File: src/rtl/cfg_hdr_pkg.sv
package cfg_hdr_pkg;

    localparam int unsigned DW_IDX_W      = 6;
    localparam int unsigned MISC_DW_IDX   = 3;
    localparam int unsigned IOBAR_DW_IDX  = 4;
    localparam int unsigned LT_FIXED_LSBS = 2;
    localparam int unsigned LT_WR_W       = 8 - LT_FIXED_LSBS;

    localparam logic [7:0] HDR_TYPE_VAL = 8'h00;
    localparam logic [3:0] CMD_IO_READ  = 4'b0010;
    localparam logic [3:0] CMD_IO_WRITE = 4'b0011;

    typedef struct packed {
        logic [7:0]         cls;
        logic [LT_WR_W-1:0] lt_hi;
    } misc_regs_t;

    function automatic logic cls_is_legal(input logic [7:0] v);
        return (v == 8'd4) || (v == 8'd8) || (v == 8'd16);
    endfunction

endpackage

File: src/rtl/cfg_misc_dword.sv
module cfg_misc_dword
    import cfg_hdr_pkg::*;
(
    input  logic        clk,
    input  logic        hard_rst_n,
    input  logic        wr_en,
    input  logic [1:0]  be,
    input  logic [15:0] wdata,
    output logic [31:0] rdata
);

    misc_regs_t regs_d, regs_q;

    always_comb begin
        regs_d = regs_q;
        if (wr_en && be[0]) begin
            regs_d.cls = cls_is_legal(wdata[7:0]) ? wdata[7:0] : 8'h00;
        end
        if (wr_en && be[1]) begin
            regs_d.lt_hi = wdata[15:8+LT_FIXED_LSBS];
        end
    end

    always_ff @(posedge clk or negedge hard_rst_n) begin
        if (!hard_rst_n) begin
            regs_q <= '0;
        end else begin
            regs_q <= regs_d;
        end
    end

    assign rdata = {8'h00, HDR_TYPE_VAL, regs_q.lt_hi,
                    {LT_FIXED_LSBS{1'b0}}, regs_q.cls};

    assert_cls_store_R2: assert property (@(posedge clk) disable iff (!hard_rst_n)
        (wr_en && be[0] && cls_is_legal(wdata[7:0])) |=> (rdata[7:0] == $past(wdata[7:0])));

    assert_cls_clear_R2: assert property (@(posedge clk) disable iff (!hard_rst_n)
        (wr_en && be[0] && !cls_is_legal(wdata[7:0])) |=> (rdata[7:0] == 8'h00));

    assert_lt_hold_R5: assert property (@(posedge clk) disable iff (!hard_rst_n)
        !(wr_en && be[1]) |=> $stable(rdata[15:8]));

endmodule

File: src/rtl/cfg_iobar.sv
module cfg_iobar
    import cfg_hdr_pkg::*;
#(
    parameter int unsigned BASE_LSB = 5,
    localparam int unsigned BASE_W  = 32 - BASE_LSB
) (
    input  logic              clk,
    input  logic              hard_rst_n,
    input  logic              wr_en,
    input  logic [3:0]        be,
    input  logic [BASE_W-1:0] wdata_hi,
    output logic [31:0]       rdata,
    input  logic              io_en,
    input  logic              ap_valid,
    input  logic [3:0]        ap_cmd,
    input  logic [BASE_W-1:0] ap_ad_hi,
    output logic              io_hit
);

    logic [BASE_W-1:0] base_d, base_q;
    logic              cmd_is_io;

    always_comb begin
        base_d = base_q;
        for (int i = BASE_LSB; i < 32; i++) begin
            if (wr_en && be[i/8]) begin
                base_d[i-BASE_LSB] = wdata_hi[i-BASE_LSB];
            end
        end
    end

    always_ff @(posedge clk or negedge hard_rst_n) begin
        if (!hard_rst_n) begin
            base_q <= '0;
        end else begin
            base_q <= base_d;
        end
    end

    assign rdata     = {base_q, {(BASE_LSB-2){1'b0}}, 1'b0, 1'b1};
    assign cmd_is_io = (ap_cmd == CMD_IO_READ) || (ap_cmd == CMD_IO_WRITE);
    assign io_hit    = io_en && ap_valid && cmd_is_io && (ap_ad_hi == base_q);

    assert_hit_gated_R8: assert property (@(posedge clk) disable iff (!hard_rst_n)
        io_hit |-> (io_en && ap_valid && ap_cmd[3:1] == 3'b001));

    assert_base_hold_R6: assert property (@(posedge clk) disable iff (!hard_rst_n)
        !wr_en |=> $stable(rdata));

endmodule

File: src/rtl/pci_cfg_hdr_regs.sv
module pci_cfg_hdr_regs
    import cfg_hdr_pkg::*;
#(
    parameter int unsigned BASE_LSB = 5,
    localparam int unsigned BASE_W  = 32 - BASE_LSB
) (
    input  logic                clk,
    input  logic                hard_rst_n,
    input  logic                soft_rst,
    input  logic                cfg_wr,
    input  logic                cfg_rd,
    input  logic [DW_IDX_W-1:0] cfg_dw_idx,
    input  logic [3:0]          cfg_be,
    input  logic [31:0]         cfg_wdata,
    output logic [31:0]         cfg_rdata,
    input  logic                io_en,
    input  logic                ap_valid,
    input  logic [3:0]          ap_cmd,
    input  logic [BASE_W-1:0]   ap_ad_hi,
    output logic                io_hit
);

    logic        sel_misc, sel_bar;
    logic [31:0] misc_rdata, bar_rdata;

    assign sel_misc = (cfg_dw_idx == DW_IDX_W'(MISC_DW_IDX));
    assign sel_bar  = (cfg_dw_idx == DW_IDX_W'(IOBAR_DW_IDX));

    cfg_misc_dword i_misc (
        .clk        (clk),
        .hard_rst_n (hard_rst_n),
        .wr_en      (cfg_wr && sel_misc),
        .be         (cfg_be[1:0]),
        .wdata      (cfg_wdata[15:0]),
        .rdata      (misc_rdata)
    );

    cfg_iobar #(.BASE_LSB(BASE_LSB)) i_iobar (
        .clk        (clk),
        .hard_rst_n (hard_rst_n),
        .wr_en      (cfg_wr && sel_bar),
        .be         (cfg_be),
        .wdata_hi   (cfg_wdata[31:BASE_LSB]),
        .rdata      (bar_rdata),
        .io_en      (io_en),
        .ap_valid   (ap_valid),
        .ap_cmd     (ap_cmd),
        .ap_ad_hi   (ap_ad_hi),
        .io_hit     (io_hit)
    );

    always_comb begin
        cfg_rdata = '0;
        if (cfg_rd && sel_misc) begin
            cfg_rdata = misc_rdata;
        end else if (cfg_rd && sel_bar) begin
            cfg_rdata = bar_rdata;
        end
    end

    assert_soft_keep_R7: assert property (@(posedge clk) disable iff (!hard_rst_n)
        (soft_rst && !cfg_wr) |=> ($stable(misc_rdata) && $stable(bar_rdata)));

    assert_rd_gate_R9: assert property (@(posedge clk) disable iff (!hard_rst_n)
        !cfg_rd |-> (cfg_rdata == 32'h0));

    assert_hdr_zero_R4: assert property (@(posedge clk) disable iff (!hard_rst_n)
        (cfg_rd && sel_misc) |-> (cfg_rdata[31:16] == 16'h0));

endmodule

File: config.mk
export PLATFORM = sky130hd
export DESIGN_NAME = pci_cfg_hdr_regs
export DESIGN_NICKNAME = d
export VERILOG_FILES = /design/src/rtl/cfg_hdr_pkg.sv /design/src/rtl/cfg_misc_dword.sv /design/src/rtl/cfg_iobar.sv /design/src/rtl/pci_cfg_hdr_regs.sv
export SDC_FILE = /design/constraint.sdc
export NUM_CORES = 1
export LEC_CHECK = 0
export ABC_AREA = 1
export BUFFER_PORTS_ARGS = -buffer_cell sky130_fd_sc_hd__buf_4
export CAP_MARGIN = 20
export CORE_AREA = 2 2 92 94
export CTS_CLUSTER_SIZE = 8
export DETAILED_ROUTE_END_ITERATION = 12
export DIE_AREA = 0 0 94 96
export GPL_ROUTABILITY_DRIVEN = 0
export PLACE_DENSITY = 0.63
export RECOVER_POWER = 100
export SETUP_SLACK_MARGIN = 0.5
export SYNTH_ARGS = -nofsm -noshare
export SYNTH_HDL_FRONTEND = slang
export SYNTH_HIERARCHICAL = 1
export SYNTH_SLANG_ARGS = --single-unit
File: constraint.sdc
create_clock -name clk -period 1.4 [get_ports clk]
set_clock_uncertainty 0.15 [all_clocks]
set_input_delay 0.14 -clock clk [delete_from_list [all_inputs] [get_ports clk]]
set_output_delay 0.14 -clock clk [all_outputs]
set_load 0.05 [all_outputs]
==> key figures, run 1 <==
GRT
  – Total track usage: 24.72%
  – Largest net degree at the start of global routing: 42
  – First-pass GRT wire length: 17250 um
  – Met2 GRT Util: 46.19%
  – Grt total ovfl: 0
  – Initial antenna violation count: 0
  – GRT met3 Usage: 2.897%
  – Most Crowded Layer GR: met2
  – M1 GR Usage: 30.13%
  – Vias in the first global route: 3685

Floorplanning
  – Initial Util: 38.65%
  – Die W: 94 um
  – Standard-cell rows: 33
  – Die Area: 0.009024 mm^2
  – Die Y: 96 um
  – Core region area: 0.008051 mm^2
  – I/O Pins: 113

STA
  – Final Worst Setup Slack: -0.4450 ns
  – Worst-Margin Slew: 1.086 ns
  – Hold violation count in the final report: 71
  – Crit share post-route: 131.8%
  – Finish-stage setup viols: 57
  – Slew Viols, Final: 0
  – Worst rel slew slack: 27.59%
  – RSZ-0062 raised after global routing: true
  – Fin crit period: 1.845 ns
  – Hold_ws: -0.1184 ns
  – Setup TNS: -5.046 ns
  – F_max: 542.0 MHz

CTS
  – Clk_lat worst skew: 0.29 ns
  – TritonCTS Buffers: 5
  – Hold bufs inserted after CTS: 3
  – Clock tree root driver cell: clkbuf_8
  – Worst-path clk slew: 0.08 ns
  – CTS tree: built
  – Clock Tree Buf Depth: 2
  – H-tree depth: 2
  – TritonCTS Sinks: 41

Power
  – Leak: 0.003077 uW
  – Worst-case vdd ir drop: 0.4201 mV
  – Pwr Density: 536.6 mW/mm^2
  – Design Power: 3179 uW

Routing
  – Initial DRT Pass Iterations: 4
  – DR vias/cell: 4.771
  – Initial drt markers: 120
  – Remaining DRCs: 0
  – Routed wire length: 11260 um
  – Vias: 3631
  – Avg WL per Cell: 14.79 um
  – Post-route ant nets: 0

Logic synthesis
  – Synth Flop Type: dfrtp_1
  – Synth area leaders: dfrtp_1, nand2_1, nand4_1, inv_1, nor2_1
  – Yosys Warn Count: 6
  – Count of unique library cells instantiated by Yosys: 21
  – FFs w/ async S/R, synth: 100.0%
  – Most common cell in the netlist: nand2_1
  – Share of the synthesized area in the top cell type: 32.97%
  – Top cell type by total area after synthesis: dfrtp_1
  – Number of synthesized register bits: 41
  – Commonest cells post-synth: nand2_1, inv_1, nand4_1, nor2_1, dfrtp_1
  – Sequential-to-total area share from yosys stat: 32.97%
  – Synth Instances: 465
  – EDFF count, synth: 0
  – Post-Syn Area: 0.003112 mm^2
  – Avg Cell Area, Syn: 6.692 um^2

Cells and area
  – Final Instance Area: 0.005923 mm^2
  – Area grow syn2layout: 90.35%
  – FF+latch area: 0.001026 mm^2
  – Share of cells above drive strength 1: 51.37%
  – Area of the multi-input gates: 0.002205 mm^2
  – Antenna Cells: 0
  – Final nets: 735
  – Filler cell count: 631

Setup path
  – R2R depth: 3
  – Critical Path AT: 1.55 ns
  – Crit path required time: 1.11 ns
  – Most frequent CP cell: nand2_1
  – Setup CP Type: flop to output port
  – CP max FO: 3
  – Slowest stage delay, CP: 0.42 ns
  – CP Capture Type: output port
  – Critical Path Source Type: flop
  – FF-to-FF Start: i_iobar/base_q[21]
  – R2R setup slack: 0.21 ns
  – Worst path slowest cell: dfrtp_1
  – Crit-path cells: nand2_1 > nand2_1 > nor2_1 > nand2_1 > nor2_1 > nand2_1 > nor2_4 > buf_8
  – Worst reg2reg endpoint: i_iobar/base_q[21]

Place
  – Hpwl dp: 7476 um
  – # port buffers: 110
  – Placement Cell Area: 0.004742 mm^2

Outcome
  – Status: finished with violations
  – Failing checks: hold timing, setup timing

Flow run
  – Max-Cap Viols: 0

Worst hold path
  – HP Class: input pin to async pin
-- worst max-delay path, delay by kind of cell, from the launching register on --
family        cells  cell delay, ns
buf+inv           1            0.15
flops             1            0.42
simple gates      7            0.70
-- timing repair --
| action | CTS | global route |
|---|---|---|
| endpoints found under the hold margin | 74 | 71 |
| endpoints found under the setup margin | 74 | 74 |
| pin swaps | 29 | 40 |
| cloned | 3 | 1 |
| gates resized for setup | 146 | 61 |
| buffers inserted | 14 | 14 |
-- state kept, by name (all words and copies together) (netlist names) --
register        count
i_misc/rdata       14
i_iobar/base_q     27
-- final cells by class --
type	count	area share (%)
Multi-Input combinational cell	330	37.22
Clock inverter	3	0.2957
Inverter	67	4.858
Clock buffer	5	1.162
Tap cell	105	2.218
Sequential cell	41	17.32
Timing Repair Buffer	210	36.92
-- stage by stage --
stage	instances	util [%]	setup WS, ns
6_report	761	73.57	-0.4450
5_1_grt	761	73.57	-0.5280
4_1_cts	746	69.77	-0.3808
3_5_place_dp	718	58.90	-0.1902
3_3_place_gp	718	58.90	-0.1816
2_1_floorplan	485	-	0.02441
-- cell families after synthesis --
kind of cell / Yosys count / synth area share [%]
flip-flops: 41 / 32.97
AO/OA/AOI/OAI: 24 / 3.941
multiplexers: 7 / 2.533
other: 3 / 0.3619
XOR/XNOR: 1 / 0.2815
buffers and inverters: 114 / 20.18
AND/OR/NAND/NOR: 275 / 39.73
-- placed cells by master, fill, tap and decap left out, types with 23 or more instances in the layout --
master / count
buf_4: 120
buf_6: 29
buf_8: 36
conb_1: 23
dfrtp_1: 41
inv_1: 59
nand2_1: 95
nand2_4: 40
nand4_1: 64
nor2_1: 24
nor2_4: 26
-- layer usage --
layer	vias to the layer above	wire, um
met5	-	0
met4	0	136
met3	13	552
met2	112	5954
met1	1690	4611
li1	1816	-
-- worst max path at each step --
stage / from / endpoint / slack (ns) / cells past startpoint
after floorplan: i_iobar/base_q[12] / io_hit / 0.02 / 7
after global placement: cfg_dw_idx[3] / i_iobar/base_q[7] / -0.18 / 10
after detailed placement: cfg_dw_idx[3] / i_iobar/base_q[17] / -0.19 / 10
after CTS: i_iobar/base_q[25] / io_hit / -0.38 / 8
after global routing: i_iobar/base_q[21] / io_hit / -0.53 / 8
final: i_iobar/base_q[21] / io_hit / -0.44 / 8
-- power by group --
group | leakage (uW) | total, uW | switching [uW] | internal, uW
sequential | 0.000454 | 1360 | 76.1 | 1280
clock | 0.0000439 | 776 | 431 | 345
combinational | 0.00258 | 1050 | 495 | 552
total | 0.00308 | 3180 | 1000 | 2180
Power figures use the tool's default switching activity.
==> inputs of run 2 (changes only) <==
SKIP_CTS_REPAIR_TIMING = 1   (was not set)
==> key figures, run 2 (synthesis results as in run 1) <==
Setup path
  – Crit path required time: 1.11 ns (about the same)
  – CP max FO: 3 (unchanged)
  – Worst path slowest cell: dfrtp_1
  – Critical Path AT: 1.54 ns (about the same)
  – R2R setup slack: 0.34 ns (+0.13 ns)
  – Setup CP Type: flop to output port
  – Slowest stage delay, CP: 0.41 ns (about the same)
  – CP Capture Type: output port
  – Crit-path cells: nand2_1 > o21ai_0 > nor2_1 > nand2_1 > nor2_1 > nand2_1 > nor2_4 > buf_8
  – Most frequent CP cell: nand2_1
  – Critical Path Source Type: flop

STA
  – Worst rel slew slack: 29.46% (+1.9 points)
  – F_max: 547.0 MHz (+0.93%)
  – RSZ-0062 raised after global routing: true
  – Hold violation count in the final report: 71 (unchanged)
  – Worst-Margin Slew: 1.058 ns (-0.02808 ns)
  – Final Worst Setup Slack: -0.4280 ns (+0.01698 ns)
  – Hold_ws: -0.1286 ns (-0.01027 ns)
  – Slew Viols, Final: 0 (unchanged)
  – Finish-stage setup viols: 43 (-25%)
  – Fin crit period: 1.828 ns (-0.01698 ns)
  – Crit share post-route: 130.6% (-1.2 points)

CTS
  – CTS tree: built
  – TritonCTS Sinks: 41 (unchanged)
  – Clock tree root driver cell: clkbuf_8
  – H-tree depth: 2 (unchanged)
  – Clock Tree Buf Depth: 2 (unchanged)
  – Clk_lat worst skew: 0.29 ns (about the same)
  – Worst-path clk slew: 0.08 ns (about the same)
  – TritonCTS Buffers: 5 (unchanged)

Routing
  – Routed wire length: 10600 um (-5.8%)
  – Initial DRT Pass Iterations: 4 (unchanged)
  – Avg WL per Cell: 14.08 um (-4.8%)
  – Remaining DRCs: 0 (unchanged)
  – Initial drt markers: 123 (+2.5%)
  – DR vias/cell: 4.721 (-1.1%)
  – Post-route ant nets: 0 (unchanged)
  – Vias: 3555 (-2.1%)

Floorplanning
  – Die W: 94 um (unchanged)
  – Initial Util: 38.65% (unchanged)
  – Die Area: 0.009024 mm^2 (unchanged)
  – Standard-cell rows: 33 (unchanged)
  – I/O Pins: 113 (unchanged)
  – Die Y: 96 um (unchanged)
  – Core region area: 0.008051 mm^2 (unchanged)

Cells and area
  – Antenna Cells: 0 (unchanged)
  – Final std cells w/o fill: 753 (-1.1%)
  – Max reg flops: 27 (unchanged)
  – Largest Register: i_iobar/base_q
  – Final Instance Area: 0.005782 mm^2 (-2.4%)
  – Share of cells above drive strength 1: 50.93% (-0.45 points)
  – Final core utilization: 71.81% (-1.8 points)
  – Final nets: 727 (-1.1%)
  – Commonest non-fill, non-tap cell in the layout: buf_4
  – Commonest non-fill, non-tap cells in the layout: buf_4, nand2_1, nand4_1
  – Area grow syn2layout: 85.81%

Power
  – Leak: 0.003004 uW (-2.4%)
  – Pwr Density: 541.6 mW/mm^2 (+0.93%)
  – Design Power: 3132 uW (-1.5%)
  – Worst-case vdd ir drop: 0.4333 mV (+3.2%)

GRT
  – Largest net degree at the start of global routing: 42 (unchanged)
  – First-pass GRT wire length: 15370 um (-11%)
  – Total track usage: 21.84% (-2.9 points)
  – Vias in the first global route: 3378 (-8.3%)
  – Initial antenna violation count: 0 (unchanged)
  – Grt total ovfl: 0 (unchanged)

Outcome
  – Failing checks: hold timing, setup timing
  – Status: finished with violations

Worst hold path
  – HP Class: input pin to async pin

Place
  – Hpwl dp: 7476 um (unchanged)
  – Placement Cell Area: 0.004742 mm^2 (unchanged)
  – # port buffers: 110 (unchanged)
  – DP Worst Slack: -0.1902 ns (unchanged)
  – Placed insts: 718 (unchanged)

Flow run
  – Max-Cap Viols: 0 (unchanged)
## run 2: area by class of cell
type | instances | area (um^2)
well taps | 105 | 131.4
clock inverters | 3 | 17.52
inverters | 67 | 282.8
repair buffers | 202 | 2066
flip-flops and latches | 41 | 1026
fillers | 645 | 2270
multi-input cells | 330 | 2190
clock buffers | 5 | 68.82
## run 2: final timing paths
path                                      endpoint          startpoint  cells past startpoint
worst max-delay path                        io_hit  i_iobar/base_q[25]                      8
worst min-delay path              i_misc/rdata[14]          hard_rst_n                      1
worst max register to register  i_iobar/base_q[21]  i_iobar/base_q[21]                      2
worst min register to register    i_misc/rdata[13]    i_misc/rdata[13]                      2
max in group asynchronous       i_iobar/base_q[23]          hard_rst_n                      1
min in group clk                i_iobar/base_q[14]       cfg_wdata[19]                      2
## run 2: layer usage
metal  global-route usage (%)  up-vias  share of wire, %
li1                         -     1804                 -
met1                    27.45     1644                42
met2                    39.52       97                52
met3                    2.428       10               5.1
met4                    6.522        0               1.4
met5                        0        -                 0
## run 2: stage by stage
step                      setup TNS, ns  hold slack [ns]
after CTS                        -3.702          -0.3094
after detailed placement         -8.440          0.01601
final                            -2.619          -0.1286
after global placement           -7.718          0.01574
after global routing             -6.316         -0.08136
after floorplan                       0          -0.3056
## run 2: where the power goes
| part | switching, uW | internal [uW] | leakage (uW) |
|---|---|---|---|
| combinational | 469 | 523 | 0.00251 |
| clock | 436 | 345 | 0.0000439 |
| sequential | 79.0 | 1280 | 0.000454 |
## run 2: worst max-delay path, delay by kind of cell (launching register included)
family / cells / cell delay [ns]
buf+inv: 1 / 0.15
flops: 1 / 0.41
compound gates: 1 / 0.09
simple gates: 6 / 0.59
==> inputs of run 3 (changes only) <==
ABC_AREA = not set   (was 1)
==> key figures, run 3 <==
Setup path
  – Critical path's top delay family: simple AND/OR/NAND/NOR gates
  – FF-to-FF Start: i_iobar/base_q[0]
  – Setup CP Type: flop to output port
  – R2R depth: 2 (unchanged)
  – CP Capture Type: output port
  – Worst reg2reg endpoint: i_iobar/base_q[0]
  – Buf+Inv Stages, Crit Path: 2 (+1)
  – Critical Path Source Type: flop
  – Worst path slowest cell: dfrtp_1
  – Critical Path AT: 1.83 ns (+0.29 ns)
  – CP max FO: 3 (unchanged)
  – R2R setup slack: 0.33 ns (about the same)
  – Crit-path cells: xor2_1 > nor4_2 > buf_4 > nand4_1 > nor4_4 > buf_6
  – Crit path required time: 1.11 ns (about the same)
  – Slowest stage delay, CP: 0.41 ns (about the same)

Floorplanning
  – Initial Util: 38.88% (+0.23 points)
  – Die W: 94 um (unchanged)
  – Die Y: 96 um (unchanged)
  – Standard-cell rows: 33 (unchanged)
  – Die Area: 0.009024 mm^2 (unchanged)
  – I/O Pins: 113 (unchanged)
  – Core region area: 0.008051 mm^2 (unchanged)

Logic synthesis
  – Number of synthesized register bits: 41 (unchanged)
  – Yosys Warn Count: 6 (unchanged)
  – FFs w/ async S/R, synth: 100.0% (unchanged)
  – Avg Cell Area, Syn: 10.79 um^2 (+61%)
  – Commonest cells post-synth: dfrtp_1, mux2_2, nand4b_1, a21oi_2, buf_4
  – Synth area leaders: dfrtp_1, mux2_2, nand4b_1, a21oi_2, or4bb_1
  – Post-Syn Area: 0.003131 mm^2 (+0.60%)
  – Sequential-to-total area share from yosys stat: 32.77% (-0.20 points)
  – Synth Instances: 290 (-38%)
  – EDFF count, synth: 0 (unchanged)
  – Share of the synthesized area in the top cell type: 32.77% (-0.20 points)
  – Most common cell in the netlist: dfrtp_1
  – Count of unique library cells instantiated by Yosys: 32 (+52%)
  – Top cell type by total area after synthesis: dfrtp_1
  – Synth Flop Type: dfrtp_1

Routing
  – Remaining DRCs: 0 (unchanged)
  – DR vias/cell: 5.131 (+8.7%)
  – Avg WL per Cell: 17.23 um (+22%)
  – Vias: 2699 (-24%)
  – Routed wire length: 9061 um (-15%)
  – Initial drt markers: 80 (-35%)
  – Initial DRT Pass Iterations: 4 (unchanged)
  – Post-route ant nets: 0 (unchanged)

Cells and area
  – Max reg flops: 27 (unchanged)
  – Final Instance Area: 0.004960 mm^2 (-14%)
  – Area grow syn2layout: 58.43%
  – Antenna Cells: 0 (unchanged)
  – Final core utilization: 61.60% (-10 points)
  – Largest Register: i_iobar/base_q
  – Share of cells above drive strength 1: 59.38% (+8.5 points)
  – Commonest non-fill, non-tap cell in the layout: buf_4
  – Final nets: 501 (-31%)
  – Commonest non-fill, non-tap cells in the layout: buf_4, dfrtp_1, buf_6

Power
  – Worst-case vdd ir drop: 0.4098 mV (-5.4%)
  – Pwr Density: 585.5 mW/mm^2 (+8.1%)
  – Leak: 0.002148 uW (-28%)
  – Design Power: 2904 uW (-7.3%)

GRT
  – Grt total ovfl: 0 (unchanged)
  – Initial antenna violation count: 0 (unchanged)
  – Largest net degree at the start of global routing: 42 (unchanged)
  – First-pass GRT wire length: 13230 um (-14%)
  – Total track usage: 18.96% (-2.9 points)
  – Vias in the first global route: 2630 (-22%)

Place
  – # port buffers: 110 (unchanged)
  – Hpwl dp: 6461 um (-14%)
  – Placement Cell Area: 0.004492 mm^2 (-5.3%)

CTS
  – CTS tree: built
  – Clock tree root driver cell: clkbuf_8
  – TritonCTS Buffers: 5 (unchanged)
  – Clock Tree Buf Depth: 2 (unchanged)
  – H-tree depth: 2 (unchanged)
  – TritonCTS Sinks: 41 (unchanged)
  – Worst-path clk slew: 0.08 ns (about the same)
  – Clk_lat worst skew: 0.28 ns (about the same)

STA
  – Fin crit period: 2.115 ns (+0.2875 ns)
  – Final Worst Setup Slack: -0.7155 ns (-0.2875 ns)
  – Crit share post-route: 151.1% (+21 points)
  – Finish-stage setup viols: 44 (+2.3%)
  – Hold violation count in the final report: 77 (+8.5%)
  – F_max: 472.7 MHz (-14%)
  – Worst-Margin Slew: 1.043 ns (-0.01506 ns)
  – Hold_ws: -0.1227 ns (+0.005962 ns)
  – Worst rel slew slack: 30.47% (+1.0 points)
  – Slew Viols, Final: 0 (unchanged)
  – RSZ-0062 raised after global routing: true

Flow run
  – Max-Cap Viols: 0 (unchanged)

Outcome
  – Failing checks: hold timing, setup timing
  – Status: finished with violations

Worst hold path
  – HP Class: input pin to async pin
-- run 3: changes by cell type in the layout (fill, tap and decap cells not counted), moves of 24 or more --
| cell | before | now |
|---|---|---|
| a21oi_4 | 1 | 32 |
| buf_8 | 32 | 3 |
| nand2_1 | 89 | 3 |
| inv_1 | 59 | 0 |
| nand4b_1 | 0 | 33 |
| nor2_4 | 24 | 0 |
| nand2_4 | 38 | 2 |
| nand4_1 | 64 | 3 |
-- run 3: layout make-up --
| type | count | area, um^2 |
|---|---|---|
| clock buffer | 7 | 86.33 |
| fill | 698 | 3092 |
| multi-input combinational | 220 | 2344 |
| sequential | 41 | 1026 |
| tap | 105 | 131.4 |
| timing repair buffer | 153 | 1373 |
-- run 3: per-layer routing --
metal  GRT usage [%]  routed length, um  up-vias
met1           26.24               4152     1318
met3           2.897                398        4
met2           31.55               4457       76
li1                -                  -     1301
met4           4.106                 52        0
met5               0                  0        -
-- run 3: report_power, final --
group / leakage [uW] / internal, uW / switching (uW)
registers: 0.000561 / 1260 / 55.9
clock network: 0.0000443 / 391 / 388
logic: 0.00154 / 461 / 346
-- run 3: cells by family after synthesis --
family / after synthesis / synth area share [%]
AND/OR/NAND/NOR: 101 / 27.94
buffers and inverters: 49 / 9.912
flip-flops: 41 / 32.77
AO/OA/AOI/OAI: 36 / 9.592
multiplexers: 33 / 11.87
XOR/XNOR: 27 / 7.554
other: 3 / 0.3597
-- run 3: per-stage QoR --
stage | TNS (ns) | setup slack, ns | instances
3_5_place_dp | -16.10 | -0.5206 | 515
3_3_place_gp | -15.14 | -0.4243 | 515
4_1_cts | -12.46 | -0.8360 | 522
5_1_grt | -14.66 | -0.8552 | 526
6_report | -12.26 | -0.7155 | 526
2_1_floorplan | -6.169 | -0.4762 | 310
-- run 3: worst max path at each step --
stage	startpoint	to	slack [ns]	cells past startpoint
4_1_cts	i_iobar/base_q[11]	io_hit	-0.84	6
3_5_place_dp	i_iobar/base_q[11]	io_hit	-0.52	6
5_1_grt	i_iobar/base_q[11]	io_hit	-0.86	6
3_3_place_gp	i_iobar/base_q[11]	io_hit	-0.42	6
2_1_floorplan	i_iobar/base_q[6]	io_hit	-0.48	4
6_report	i_iobar/base_q[11]	io_hit	-0.72	6
-- run 3: worst register-to-register path, cell delays in order (launching register included) --
cell     delay (ns)
dfrtp_1        0.41
buf_4          0.14
mux2_2         0.26
